<file path="config.mk">
export PLATFORM = sky130hd
export DESIGN_NAME = accu_adjust_unit
export DESIGN_NICKNAME = d
export VERILOG_FILES = /design/src/rtl/accu_pkg.sv /design/src/rtl/accu_rotator.sv /design/src/rtl/accu_flagops.sv /design/src/rtl/accu_decadj.sv /design/src/rtl/accu_adjust_unit.sv
export SDC_FILE = /design/constraint.sdc
export NUM_CORES = 1
export LEC_CHECK = 0
export CAP_MARGIN = 40
export CORE_MARGIN = 4
export CORE_UTILIZATION = 51
export DETAILED_ROUTE_END_ITERATION = 6
export PLACE_DENSITY = 0.9
export SYNTH_ARGS = -nofsm -noshare
export SYNTH_HDL_FRONTEND = slang
export SYNTH_SLANG_ARGS = --single-unit
</file>
<file path="constraint.sdc">
create_clock -name vclk -period 18.2
set_clock_uncertainty 0.1 [all_clocks]
set_input_delay 5.46 -clock vclk [all_inputs]
set_output_delay 5.46 -clock vclk [all_outputs]
set_load 0.01 [all_outputs]
</file>
<file path="src/rtl/accu_pkg.sv">
package accu_pkg;

    localparam int DATA_W   = 8;
    localparam int OP_W     = 3;
    localparam int DIGIT_W  = DATA_W / 2;
    localparam int DIGIT_MAX = 9;
    localparam int BCD_LIMIT = 16'h99;

    typedef logic [DATA_W-1:0] word_t;

    typedef enum logic [OP_W-1:0] {
        OP_ROT_LC  = 3'd0,
        OP_ROT_RC  = 3'd1,
        OP_ROT_LT  = 3'd2,
        OP_ROT_RT  = 3'd3,
        OP_DEC_ADJ = 3'd4,
        OP_INVERT  = 3'd5,
        OP_SET_C   = 3'd6,
        OP_FLIP_C  = 3'd7
    } acc_op_e;

    typedef struct packed {
        logic sign;
        logic zero;
        logic copy5;
        logic half;
        logic copy3;
        logic par_ov;
        logic subtr;
        logic carry;
    } flag_t;

    typedef struct packed {
        word_t value;
        flag_t flags;
    } acc_res_t;

    function automatic logic even_ones(word_t v);
        return ~(^v);
    endfunction

    function automatic flag_t take_copies(flag_t f, word_t src);
        flag_t r;
        r       = f;
        r.copy5 = src[5];
        r.copy3 = src[3];
        return r;
    endfunction

    function automatic logic is_rotate(acc_op_e op);
        return (op == OP_ROT_LC) || (op == OP_ROT_RC) ||
               (op == OP_ROT_LT) || (op == OP_ROT_RT);
    endfunction

endpackage

</file>
<file path="src/rtl/accu_rotator.sv">
module accu_rotator
    import accu_pkg::*;
#(
    parameter int W = DATA_W
) (
    input  logic [W-1:0] val,
    input  logic         cin,
    input  logic         go_right,
    input  logic         through_c,
    output logic [W-1:0] res,
    output logic         cout
);
    logic fill_left;
    logic fill_right;

    always_comb begin
        fill_left  = through_c ? cin : val[W-1];
        fill_right = through_c ? cin : val[0];
    end

    generate
        for (genvar i = 0; i < W; i++) begin : g_bit
            if (i == 0) begin : g_lsb
                assign res[i] = go_right ? val[i+1] : fill_left;
            end else if (i == W-1) begin : g_msb
                assign res[i] = go_right ? fill_right : val[i-1];
            end else begin : g_mid
                assign res[i] = go_right ? val[i+1] : val[i-1];
            end
        end
    endgenerate

    assign cout = go_right ? val[0] : val[W-1];

endmodule

</file>
<file path="src/rtl/accu_flagops.sv">
module accu_flagops
    import accu_pkg::*;
(
    input  acc_op_e  op,
    input  word_t    val,
    input  flag_t    fin,
    output acc_res_t res
);
    word_t inv_val;

    assign inv_val = ~val;

    always_comb begin
        res.value = val;
        res.flags = fin;
        unique case (op)
            OP_INVERT: begin
                res.value      = inv_val;
                res.flags      = take_copies(fin, inv_val);
                res.flags.half = 1'b1;
                res.flags.subtr = 1'b1;
            end
            OP_SET_C: begin
                res.flags       = take_copies(fin, val);
                res.flags.carry = 1'b1;
                res.flags.half  = 1'b0;
                res.flags.subtr = 1'b0;
            end
            OP_FLIP_C: begin
                res.flags       = take_copies(fin, val);
                res.flags.half  = fin.carry;
                res.flags.carry = ~fin.carry;
                res.flags.subtr = 1'b0;
            end
            default: begin
                res.value = val;
                res.flags = fin;
            end
        endcase
    end

endmodule

</file>
<file path="src/rtl/accu_decadj.sv">
module accu_decadj
    import accu_pkg::*;
(
    input  word_t    val,
    input  flag_t    fin,
    output acc_res_t res
);
    localparam int LOW_HI = DIGIT_W - 1;

    logic [DIGIT_W-1:0] low_digit;
    logic               fix_low;
    logic               fix_high;
    word_t              correction;
    word_t              adjusted;
    logic               half_next;

    always_comb begin
        low_digit  = val[LOW_HI:0];
        fix_low    = (low_digit > DIGIT_W'(DIGIT_MAX)) || fin.half;
        fix_high   = (val > DATA_W'(BCD_LIMIT)) || fin.carry;
        correction = {(fix_high ? 4'h6 : 4'h0), (fix_low ? 4'h6 : 4'h0)};
        adjusted   = fin.subtr ? (val - correction) : (val + correction);
        half_next  = fin.subtr ? (fin.half && (low_digit < 4'd6))
                               : (low_digit > DIGIT_W'(DIGIT_MAX));
    end

    always_comb begin
        res.value        = adjusted;
        res.flags        = take_copies(fin, adjusted);
        res.flags.sign   = adjusted[DATA_W-1];
        res.flags.zero   = (adjusted == '0);
        res.flags.par_ov = even_ones(adjusted);
        res.flags.half   = half_next;
        res.flags.carry  = fix_high;
        res.flags.subtr  = fin.subtr;
    end

endmodule

</file>
<file path="src/rtl/accu_adjust_unit.sv">
module accu_adjust_unit
    import accu_pkg::*;
(
    input  logic [7:0] acc_in,
    input  logic [7:0] flags_in,
    input  logic [2:0] op_sel,
    output logic [7:0] acc_out,
    output logic [7:0] flags_out
);
    acc_op_e  op;
    flag_t    fin;
    word_t    rot_val;
    logic     rot_c;
    acc_res_t misc_res;
    acc_res_t bcd_res;
    acc_res_t rot_res;
    acc_res_t final_res;

    assign op  = acc_op_e'(op_sel);
    assign fin = flag_t'(flags_in);

    accu_rotator #(.W(DATA_W)) u_rot (
        .val       (acc_in),
        .cin       (fin.carry),
        .go_right  (op_sel[0]),
        .through_c (op_sel[1]),
        .res       (rot_val),
        .cout      (rot_c)
    );

    accu_flagops u_misc (
        .op  (op),
        .val (acc_in),
        .fin (fin),
        .res (misc_res)
    );

    accu_decadj u_bcd (
        .val (acc_in),
        .fin (fin),
        .res (bcd_res)
    );

    always_comb begin
        rot_res.value       = rot_val;
        rot_res.flags       = take_copies(fin, rot_val);
        rot_res.flags.carry = rot_c;
        rot_res.flags.half  = 1'b0;
        rot_res.flags.subtr = 1'b0;
    end

    always_comb begin
        if (is_rotate(op))           final_res = rot_res;
        else if (op == OP_DEC_ADJ)   final_res = bcd_res;
        else                         final_res = misc_res;
    end

    assign acc_out   = final_res.value;
    assign flags_out = final_res.flags;

    always_comb begin
        if (op == OP_ROT_LC) begin
            assert_rlc_wrap_R1: assert (acc_out[0] == acc_in[7] && flags_out[0] == acc_in[7])
                else $error("circular left wrap broken");
        end
        if (op == OP_ROT_RT) begin
            assert_rrt_carry_in_R4: assert (acc_out[7] == flags_in[0] && flags_out[0] == acc_in[0])
                else $error("right-through-carry path broken");
        end
        if (is_rotate(op)) begin
            assert_rot_keep_R5: assert (flags_out[4] == 1'b0 && flags_out[1] == 1'b0 &&
                                        flags_out[7] == flags_in[7] && flags_out[6] == flags_in[6] &&
                                        flags_out[2] == flags_in[2])
                else $error("rotate flag policy broken");
        end
        if (op == OP_INVERT) begin
            assert_inv_bits_R6: assert ((acc_out ^ acc_in) == 8'hFF && flags_out[4] && flags_out[1])
                else $error("complement broken");
        end
        if (op == OP_FLIP_C) begin
            assert_flip_half_R8: assert (flags_out[4] == flags_in[0] && flags_out[0] != flags_in[0])
                else $error("complement carry broken");
        end
        if (op == OP_DEC_ADJ) begin
            assert_bcd_zero_R11: assert (flags_out[6] == (acc_out == 8'h00) && flags_out[7] == acc_out[7])
                else $error("decimal adjust S/Z broken");
        end
    end

endmodule

</file>
# == Word-level counts from Yosys, hierarchy flattened ==
# Cells that the tools add are included.
# totals
output_inout_bits,16
ff_bits,0
wordCells,43
# op_classes
n_bitwise,3
magnitude_cmp,3
add_sub_neg,2
n_mux,19
reduce_logical,9
n_eq_ne,7
# ops
cell,n
$mux W16,2
$pmux W6 S3,1
$mux W8,2
$eq A3 B3 Y1 const B,4
$mux W1,12
$add A8 B8 Y8,1
$gt A8 B8 Y1 const B,1
$logic_not A8 Y1,1
$not A8 Y8,1
$reduce_xor A8 Y1,1
$sub A8 B8 Y8,1
$eq A3 B2 Y1 const B,2
$mux W3,2
$logic_or A1 B1 Y1,5
$gt A4 B4 Y1 const B,1
$lt A4 B3 Y1 const B,1
$eq A3 B1 Y1 const B,1
$logic_not A3 Y1,1
$not A1 Y1,2
$logic_and A1 B1 Y1,1

# == Longest topological paths before layout ==
# Gate-level depths: netlist (run 1).
# logic_depth
ltp_word,9
mapped_depth,14

# == Hierarchy ==
# Synthesis (run 1) repeated with hierarchy kept, for this count alone.
# unflattened
hier_cells,203
hier_area_um2,1448.9
# by_module_without_submodules
mod,seq_area_each_um2,cells_each,n_inst,area_each_um2
accu_decadj,0.0,83,1,608.1
accu_adjust_unit,0.0,70,1,405.4
accu_flagops,0.0,36,1,285.3
accu_rotator,0.0,14,1,150.1

# == Worst setup path before layout (run 1) ==
# OpenSTA, ideal clock, no wires.
# synth_timing
path_kind,input to output
startpoint,input port acc_in[2]
endpoint,output port flags_out[2]
stages,14
n_path_buf,0
setup_slack_ps,4505
arrival_time_ps,8135
path_cell_list,or2_1 -> a311o_1 -> a21oi_2 -> ha_1 -> inv_1 -> o21ai_1 -> ha_1 -> o21ai_1 -> nor3b_1 -> or2_1 -> ha_1 -> xnor2_1 -> xnor2_1 -> o21ai_0
# synth_via
elab_chain_cells,9
# synth_lines
item,line_no,text
from (decl),accu_adjust_unit.sv:4,"input logic [7:0] acc_in,"
$gt A8 B8 Y1 or $gt A4 B4 Y1 (tied branches),"accu_decadj.sv:20, accu_decadj.sv:19",
"$logic_or A1 B1 Y1, on equally long branches","accu_decadj.sv:20, accu_decadj.sv:19",
$mux W3,accu_decadj.sv:21,"correction = {(fix_high ? 4'h6 : 4'h0), (fix_low ? 4'h6 : 4'h0)};"
$add A8 B8 Y8 or $sub A8 B8 Y8 (tied branches),accu_decadj.sv:22,adjusted = fin.subtr ? (val - correction) : (val + correction);
$mux W8 *,accu_decadj.sv:22,
$reduce_xor A8 Y1 *,accu_pkg.sv:39,return ~(^v);
$not A1 Y1 *,accu_pkg.sv:39,
$mux W16 *,accu_adjust_unit.sv:54,else if (op == OP_DEC_ADJ) final_res = bcd_res;
$mux W16 *,accu_adjust_unit.sv:53,if (is_rotate(op)) final_res = rot_res;
to (decl),accu_adjust_unit.sv:8,output logic [7:0] flags_out
# Every way passes the cells marked *; elsewhere a longest branch is shown, timed or not.

# == Worst setup path in the final report (run 1) ==
# Same ends and word-level chain as after synthesis.

==> results of run 1 <==
==> routing by layer <==
layer,part of all wire (%),up-vias,track usage (%),wire [um]
met1,38,525,25.9,1070
met3,5.3,8,1.19,149
met2,55,37,45.0,1540
li1,-,566,-,-
met4,1.8,0,5.38,51
met5,0,-,0,0
==> where the power goes <==
group	internal (mW)	switching [mW]
clock	0	0
sequential	0	0
combinational	0.0262	0.0255
total	0.0262	0.0255
==> critical path: stages <==
cell             delay [ns]
clkdlybuf4s50_1        0.55
or2_1                  0.33
a311o_1                0.37
a21oi_2                0.23
ha_1                   0.26
inv_1                  0.05
o21ai_1                0.06
ha_1                   0.22
a21o_1                 0.19
a31oi_1                0.17
xnor2_1                0.23
ha_1                   0.31
xnor2_1                0.14
xnor2_1                0.12
o21ai_0                0.19
clkdlybuf4s50_1        0.59
==> cell families after synthesis <==
family                     Yosys count  share of synthesized area (%)
AOI/OAI and AO/OA                   49                           34.7
and+or+nand+nor                     43                           20.6
buffers and inverters               17                           7.08
adders and majority gates           15                           20.4
xor gates and xnor gates            10                           9.54
muxes                                7                           7.63
==> final cells by class <==
class	count	area (um2)	area share, %
multi-input cells	124	853	67.9
repair buffers	33	330	26.3
inverters	11	41.3	3.29
well taps	25	31.3	2.49
==> worst max path at each step <==
stage / startpoint / to / slack [ns] / depth (start not counted)
after floorplan: acc_in[2] / flags_out[2] / 4.51 / 14
after global placement: acc_in[2] / flags_out[2] / 3.38 / 16
after detailed placement: acc_in[2] / flags_out[2] / 3.20 / 16
after CTS: acc_in[2] / flags_out[2] / 3.21 / 16
after global routing: acc_in[2] / flags_out[2] / 3.01 / 16
final: acc_in[2] / flags_out[2] / 3.18 / 16
==> synthesized netlist by cell type (2+ instances only) <==
master	n
nand2_1	23
ha_1	15
inv_1	11
nor2_1	9
o21ai_0	9
o21ai_1	9
xnor2_1	8
mux2i_1	7
a21oi_1	6
a211oi_1	4
clkbuf_1	3
a21o_1	2
a31oi_1	2
buf_1	2
nor3b_1	2
o22a_1	2
o22ai_1	2
o31ai_1	2
or2_1	2
xor2_1	2
==> metrics by stage <==
stage	utilization [%]	worst slack, ns	std cells	total power [mW]
6_report	73.6	3.18	193	0.0518
5_1_grt	73.6	3.01	193	0.0569
4_1_cts	73.6	3.21	193	0.0517
3_5_place_dp	73.6	3.20	193	0.0516
3_3_place_gp	73.6	3.38	193	0.0492
2_1_floorplan	-	4.51	141	0.0326
==> layout by cell type (no fill, tap or decap), drive strengths merged, types with 3 or more instances in the layout <==
cell type      Yosys  routed
clkdlybuf4s50      0      33
nor2               9       9
o21ai             18      18
a211oi             4       4
mux2i              7       7
ha                15      15
inv               11      11
a21o               3       3
a21oi              7       7
xnor2              8       8
nand2             23      23
==> run_results.csv, run 1 <==
group,metric,value,unit
global_routing,grt_pass1_vias,1087,
route,drtIter0Drc,11,
finish,drive_gt1_share,1.19,%
yosys,ys_seq_area_share,0,%
timing,setup_viol,0,
placed_design,placed_cell_area,1260,um2
clock_tree,cts_setup_buffers,0,
route,drc,0,
yosys,yosysTopAreaCell,"ha_1",
clock_tree,post_cts_resized,0,
die,initial_utilization,53.8,%
route,vias,1136,
yosys,ys_top_cells_by_area,"ha_1, nand2_1, mux2i_1",
critical_path,critPathLaunchType,"primary input",
yosys,syn_area,918,um2
route,wl_per_cell,14.6,um
global_routing,grt_pass1_wl,4620,um
die,dieWidth,50.4,um
finish,fillCellCount,149,
yosys,ys_warn_count,0,
hold_path,holdPathStages,4,
placed_design,dp_hpwl,2350,um
yosys,synth_cell_types,39,
finish,n_clock_buffer,0,
die,num_rows,15,
global_routing,grt_max_degree,25,
global_routing,grt_use_total,22.7,%
critical_path,worstSetupEndpointType,"primary output",
critical_path,critPathMaxFanout,7,
yosys,synth.top_cell.area_share,20.4,%
timing,whs,11.82,ns
timing,slew_viol_final,0,
finish,final-seq-area,0,um2
global_routing,antenna_found_initial,0,
finish,design_area,1260,um2
run,drv_cap,0,
hold_path,min_from,"flags_in[7]",
placed_design,globalplace.congestion,0.844,
timing,period_share,82.5,%
hold_path,hp-class,"in -> out",
yosys,syn-num-nets,175,
route,drt_pass1_iterations,5,
timing,max_slew.worst_pin.slew,0.780,ns
timing,hold_viol_final,0,
die,dieArea,2540,um2
timing,slew_headroom,47.8,%
timing,final.min_clock_period,15.02,ns
hold_path,whs_endpoint,"flags_out[7]",
placed_design,io_buffer_count,33,
route,routed_wl,2820,um
status,status,"complete, no violations",
pwr,leakagePower,0.561,nW
yosys,syn_inst,141,
clock_tree,postCtsHoldBufs,0,
critical_path,critPathKind,"in -> out",
timing,setup_tns,0,ns
pwr,power_density,41.2,nW/um2
yosys,syn_area_per_cell,6.51,um2
critical_path,cp.arrival,9.46,ns
pwr,vdd_drop_max,29.7,uV
die,ioPinCount,35,
finish,diodes,0,
timing,max_freq,66.6,MHz
die,fp.dieH,50.4,um
timing,rsz0062_at_grt,"false",
finish,n_sequential_cell,0,
critical_path,cp.required,12.64,ns
global_routing,gr-total-overflow,0,
route,antenna_left,0,
route,avgViaCountPerCell,5.89,
finish,finalNetCount,204,
die,coreArea,1710,um2
finish,area_growth,36.8,%
(Power assumes the default switching activity.)
==> run 2, diff against run 1 <==
--- a/config.mk
+++ b/config.mk
@@ -7,9 +7,9 @@
 export LEC_CHECK = 0
 export CAP_MARGIN = 40
 export CORE_MARGIN = 4
-export CORE_UTILIZATION = 51
+export CORE_UTILIZATION = 47
 export DETAILED_ROUTE_END_ITERATION = 6
-export PLACE_DENSITY = 0.9
+export PLACE_DENSITY = 0.84
 export SYNTH_ARGS = -nofsm -noshare
 export SYNTH_HDL_FRONTEND = slang
 export SYNTH_SLANG_ARGS = --single-unit
==> constraint.sdc (replaced) <==
create_clock -name vclk -period 15.6
set_clock_uncertainty 0.1 [all_clocks]
set_input_delay 4.68 -clock vclk [all_inputs]
set_output_delay 4.68 -clock vclk [all_outputs]
set_load 0.01 [all_outputs]
==> run 2 against run 1 <==
Against the previous run:
- flip-flop and latch count stayed put
- final area stayed put
- cell count stayed put
- critical path depth unchanged
- routed wire length fell by 7.4%
- power is 15% higher
- core utilization shrank 3.1 points
- die area increased by 7.1%
- hold slack lost 1.6 ns
- combinational power grew 15%
- largest cell class unchanged
- highest routed layer is now met3
==> run_results.csv, run 2 (synthesis results as in run 1) <==
group,metric,value,unit
timing,slew_viol_final,0,
route,drc,0,
hold_path,min_from,"flags_in[7]",
critical_path,cp_cell_sequence,"clkdlybuf4s50_1 > or2_1 > a311o_1 > a21oi_2 > ha_1 > inv_1 > o21ai_1 > ha_1 > o21ai_1 > nor3b_1 > or2_1 > ha_1 > xnor2_1 > xnor2_1 > o21ai_0 > clkdlybuf4s50_1",
clock_tree,postCtsHoldBufs,0,
global_routing,gr-usage-met1,26.7,%
timing,period_share,85.6,%
timing,rsz0062_at_grt,"false",
global_routing,use_met2,37.2,%
global_routing,met3_usage,0.855,%
global_routing,top_usage_layer,"met2",
critical_path,cp.arrival,8.58,ns
route,avgViaCountPerCell,5.68,
route,routed_wl,2610,um
route,wl_per_cell,13.5,um
pwr,vdd_drop_max,38.7,uV
finish,n_clock_buffer,0,
timing,final.min_clock_period,13.36,ns
critical_path,cp.required,10.82,ns
placed_design,io_buffer_count,33,
finish,final-seq-area,0,um2
timing,whs,10.24,ns
pwr,power.share.clock,0,%
pwr,seq_power_share,0,%
pwr,intPower,0.0306,mW
critical_path,cpMostUsedCell,"ha_1",
timing,max_slew.worst_pin.slew,0.799,ns
status,status,"complete, no violations",
global_routing,grt_pass1_vias,1007,
critical_path,critPathMaxFanout,7,
clock_tree,post_cts_resized,0,
critical_path,critPathLaunchType,"primary input",
route,drt_pass1_iterations,4,
timing,max_freq,74.8,MHz
pwr,sw_frac_of_total,48.6,%
route,drtIter0Drc,10,
finish,drive_gt1_share,1.19,%
finish,most-common-layout-cells,"clkdlybuf4s50_1, nand2_1, ha_1",
finish,area_growth,36.8,%
global_routing,gr-total-overflow,0,
placed_design,globalplace.congestion,0.785,
route,antenna_left,0,
pwr,combPwrFrac,100.0,%
die,dieWidth,52.2,um
placed_design,placed_cells,193,
global_routing,antenna_found_initial,0,
finish,n_sequential_cell,0,
run,drv_cap,0,
die,fp.dieH,52.2,um
critical_path,critPathSlowestCell,"clkdlybuf4s50_1",
global_routing,grt_max_degree,25,
placed_design,dp_hpwl,2160,um
critical_path,max_stage_delay,0.56,ns
pwr,power.switching,0.0289,mW
die,coreArea,1780,um2
finish,final_common_cell,"clkdlybuf4s50_1",
critical_path,worstSetupEndpointType,"primary output",
critical_path,critPathKind,"in -> out",
global_routing,grt_use_total,20.1,%
hold_path,whs_endpoint,"flags_out[7]",
timing,hold_viol_final,0,
die,dieArea,2730,um2
finish,diodes,0,
die,initial_utilization,51.5,%
pwr,power_density,47.3,nW/um2
hold_path,holdPathStages,4,
timing,slew_headroom,46.5,%
finish,fin_cells,193,
finish,finalNetCount,204,
timing,setup_viol,0,
finish,fillCellCount,168,
hold_path,hp-class,"in -> out",
global_routing,grt_pass1_wl,4400,um
die,ioPinCount,35,
pwr,leakagePower,0.561,nW
route,vias,1096,
timing,setup_tns,0,ns
die,num_rows,15,
clock_tree,cts_setup_buffers,0,
==> run 2: per-layer routing <==
layer / vias up / share of wire [%] / routed length (um)
met2: 25 / 50 / 1310
met1: 506 / 45 / 1170
li1: 565 / - / -
met3: 0 / 4.7 / 123
met4: 0 / 0 / 0
met5: - / 0 / 0
==> run 2: power by group through the flow <==
stage               sequential (mW)  combinational, mW  clock, mW
floorplan                         0             0.0381          0
finish                            0             0.0595          0
CTS                               0             0.0597          0
detailed placement                0             0.0595          0
global route                      0             0.0659          0
global placement                  0             0.0576          0
==> run 2: worst max-delay path by stage <==
stage                         start      endpoint  slack [ns]  cells past startpoint
after CTS                 acc_in[2]  flags_out[2]        2.24                     16
after global placement    acc_in[2]  flags_out[2]        2.33                     16
after detailed placement  acc_in[2]  flags_out[2]        2.25                     16
after global routing      acc_in[2]  flags_out[2]        1.98                     16
final                     acc_in[2]  flags_out[2]        2.24                     16
after floorplan           acc_in[2]  flags_out[2]        3.47                     14
==> run 2: worst max-delay path, delay by kind of cell <==
family / cells / cell delay, ns
buffers and inverters: 3 / 1.18
AOI/OAI and AO/OA: 5 / 0.89
adders and majority gates: 3 / 0.82
and+or+nand+nor: 3 / 0.75
xor gates and xnor gates: 2 / 0.26
==> run 2: final cells by class <==
| cell class | instances | area [um2] | share of cell area (%) |
|---|---|---|---|
| multi-input combinational | 124 | 853 | 67.9 |
| inverter | 11 | 41.3 | 3.29 |
| timing repair buffer | 33 | 330 | 26.3 |
| tap | 25 | 31.3 | 2.49 |
==> run 2: through the flow <==
step	util (%)	total power, mW	instance area (um2)	setup WS, ns
after floorplan	-	0.0381	918	3.47
after CTS	70.5	0.0597	1260	2.24
after global routing	70.5	0.0659	1260	1.98
after global placement	70.5	0.0576	1260	2.33
after detailed placement	70.5	0.0595	1260	2.25
final	70.5	0.0595	1260	2.24
==> run 3, diff against run 2 <==
--- a/config.mk
+++ b/config.mk
@@ -7,9 +7,10 @@
 export LEC_CHECK = 0
 export CAP_MARGIN = 40
 export CORE_MARGIN = 4
-export CORE_UTILIZATION = 47
+export CORE_UTILIZATION = 53
 export DETAILED_ROUTE_END_ITERATION = 6
 export PLACE_DENSITY = 0.84
 export SYNTH_ARGS = -nofsm -noshare
 export SYNTH_HDL_FRONTEND = slang
+export SYNTH_HIERARCHICAL = 1
 export SYNTH_SLANG_ARGS = --single-unit
==> run 3 against run 2 <==
Against the previous run:
- non-clock buffer count is 5 higher
- setup slack worse by 0.90 ns
- flip-flop and latch count stayed put
- critical path type unchanged
- via count grew 40%
- area after synthesis grew 58%
- clock-buffer cell count did not move
- first-iteration DRC count rose to 5.7 times the previous value
- combinational power up 37%
- sequential share of layout area unchanged
- highest routed layer is now met4
- routed wire length up 48%
- largest cell class unchanged
- power up 37%
- final area is 37% higher
==> run_results.csv, run 3 <==
group,metric,value,unit
finish,finalNetCount,254,
critical_path,crit_end,"flags_out[2]",
timing,period_share,91.4,%
finish,n_sequential_cell,0,
finish,fillCellCount,217,
die,coreArea,2540,um2
timing,setup_viol,0,
pwr,sw_frac_of_total,48.1,%
global_routing,gr-usage-met1,26.9,%
global_routing,grt_pass1_vias,1405,
critical_path,critPathLaunch,"acc_in[1]",
global_routing,use_met2,39.8,%
placed_design,dp_hpwl,3010,um
yosys,yosysMostFrequentCell,"o21ai_0",
global_routing,grt_pass1_wl,6140,um
pwr,vdd_drop_max,45.2,uV
pwr,power.switching,0.0391,mW
route,antenna_left,0,
pwr,power.share.clock,0,%
route,drt_pass1_iterations,4,
finish,diodes,0,
yosys,synth.top_cell.area_share,13.0,%
route,drc,0,
timing,setup_tns,0,ns
die,dieWidth,60.3,um
pwr,combPwrFrac,100.0,%
die,ioPinCount,35,
critical_path,worstSetupEndpointType,"primary output",
hold_path,hp-class,"in -> out",
global_routing,gr-total-overflow,0,
status,status,"complete, no violations",
finish,postLayoutCoreUtil,67.4,%
route,vias,1532,
finish,area_growth,18.4,%
clock_tree,postCtsHoldBufs,0,
yosys,yosysTopAreaCell,"ha_1",
pwr,power_density,47.4,nW/um2
die,dieArea,3630,um2
finish,most-common-layout-cells,"clkdlybuf4s50_1, o21ai_0, nor2_1",
timing,max_freq,70.1,MHz
pwr,seq_power_share,0,%
route,wl_per_cell,15.5,um
timing,slew_headroom,62.9,%
yosys,syn-num-nets,237,
placed_design,io_buffer_count,35,
global_routing,met3_usage,0.648,%
finish,fin_cells,248,
clock_tree,post_cts_resized,0,
yosys,synth_cell_types,48,
timing,slew_viol_final,0,
finish,final_common_cell,"clkdlybuf4s50_1",
placed_design,placed_cells,248,
yosys,syn_area_per_cell,7.14,um2
route,routed_wl,3850,um
timing,rsz0062_at_grt,"false",
finish,drive_gt1_share,11.9,%
global_routing,antenna_found_initial,0,
yosys,syn_area,1450,um2
critical_path,cp.arrival,9.48,ns
clock_tree,cts_setup_buffers,0,
die,initial_utilization,56.9,%
route,drtIter0Drc,57,
pwr,intPower,0.0422,mW
pwr,leakagePower,0.721,nW
yosys,ys_warn_count,6,
timing,max_slew.worst_pin.slew,0.555,ns
yosys,syn_inst,203,
critical_path,cp.required,10.82,ns
yosys,ys_top_cells_by_count,"o21ai_0, nor2_1, ha_1, inv_1",
global_routing,top_usage_layer,"met2",
placed_design,globalplace.congestion,0.898,
finish,final-seq-area,0,um2
timing,hold_viol_final,0,
yosys,ys_seq_area_share,0,%
global_routing,grt_use_total,21.4,%
die,fp.dieH,60.3,um
die,num_rows,18,
finish,n_clock_buffer,0,
critical_path,critPathLaunchType,"primary input",
global_routing,grt_max_degree,52,
route,avgViaCountPerCell,6.18,
timing,final.min_clock_period,14.26,ns
yosys,ys_top_cells_by_area,"ha_1, or3b_1, o21ai_0",
run,drv_cap,0,
critical_path,critPathMaxFanout,7,
critical_path,critPathKind,"in -> out",
## run 3: how the worst min path moves through the flow
stage                              end         from  slack (ns)  cells past startpoint
final                     flags_out[7]  flags_in[7]       10.27                      4
after global routing      flags_out[2]  flags_in[2]       10.31                      4
after CTS                 flags_out[7]  flags_in[7]       10.28                      4
after detailed placement  flags_out[7]  flags_in[7]       10.28                      4
after global placement    flags_out[2]  flags_in[2]       10.27                      4
after floorplan           flags_out[2]  flags_in[2]        9.39                      2
## run 3: worst max-delay path, stage by stage
cell             delay, ns
clkdlybuf4s50_1       0.53
or2_2                 0.35
a311o_1               0.36
a21oi_1               0.34
ha_1                  0.29
mux2_2                0.26
ha_1                  0.24
or4_4                 0.53
and3_1                0.18
ha_1                  0.30
xnor2_1               0.17
xnor2_1               0.14
or3b_1                0.37
a31oi_1               0.18
clkdlybuf4s50_1       0.56
## run 3: cell type report
class	instances	area (um2)	area share, %
Multi-Input combinational cell	163	1230	71.9
Inverter	17	63.8	3.72
Tap cell	30	37.5	2.19
Timing Repair Buffer	38	380	22.2
## run 3: cell families (layout without fill, tap and decap cells)
| family | count (synthesis) | after routing | synth area share [%] |
|---|---|---|---|
| simple gates | 64 | 64 | 28.7 |
| compound gates | 60 | 60 | 25.9 |
| buf+inv | 40 | 55 | 14.9 |
| fa+ha+maj | 15 | 15 | 13.0 |
| xor+xnor | 14 | 14 | 8.46 |
| mux | 10 | 10 | 9.15 |
## run 3: per-stage QoR
| step | setup slack [ns] | cell area (um2) | total power [mW] | hold slack [ns] |
|---|---|---|---|---|
| after global routing | 1.16 | 1720 | 0.0895 | 10.31 |
| after CTS | 1.33 | 1720 | 0.0810 | 10.28 |
| after floorplan | 2.60 | 1450 | 0.0585 | 9.39 |
| after detailed placement | 1.34 | 1720 | 0.0808 | 10.28 |
| final | 1.34 | 1720 | 0.0813 | 10.27 |
| after global placement | 1.50 | 1700 | 0.0765 | 10.27 |
## run 3: power groups by stage
stage,Clock (mW),Sequential [mW],Combinational (mW)
after floorplan,0,0,0.0585
after global placement,0,0,0.0765
after detailed placement,0,0,0.0808
after CTS,0,0,0.0810
after global routing,0,0,0.0895
final,0,0,0.0813
## run 3: routing by layer
metal | routed length [um] | up-vias
met5 | 0 | -
met4 | 65 | 0
met3 | 209 | 6
met2 | 1950 | 50
met1 | 1630 | 721
li1 | - | 755
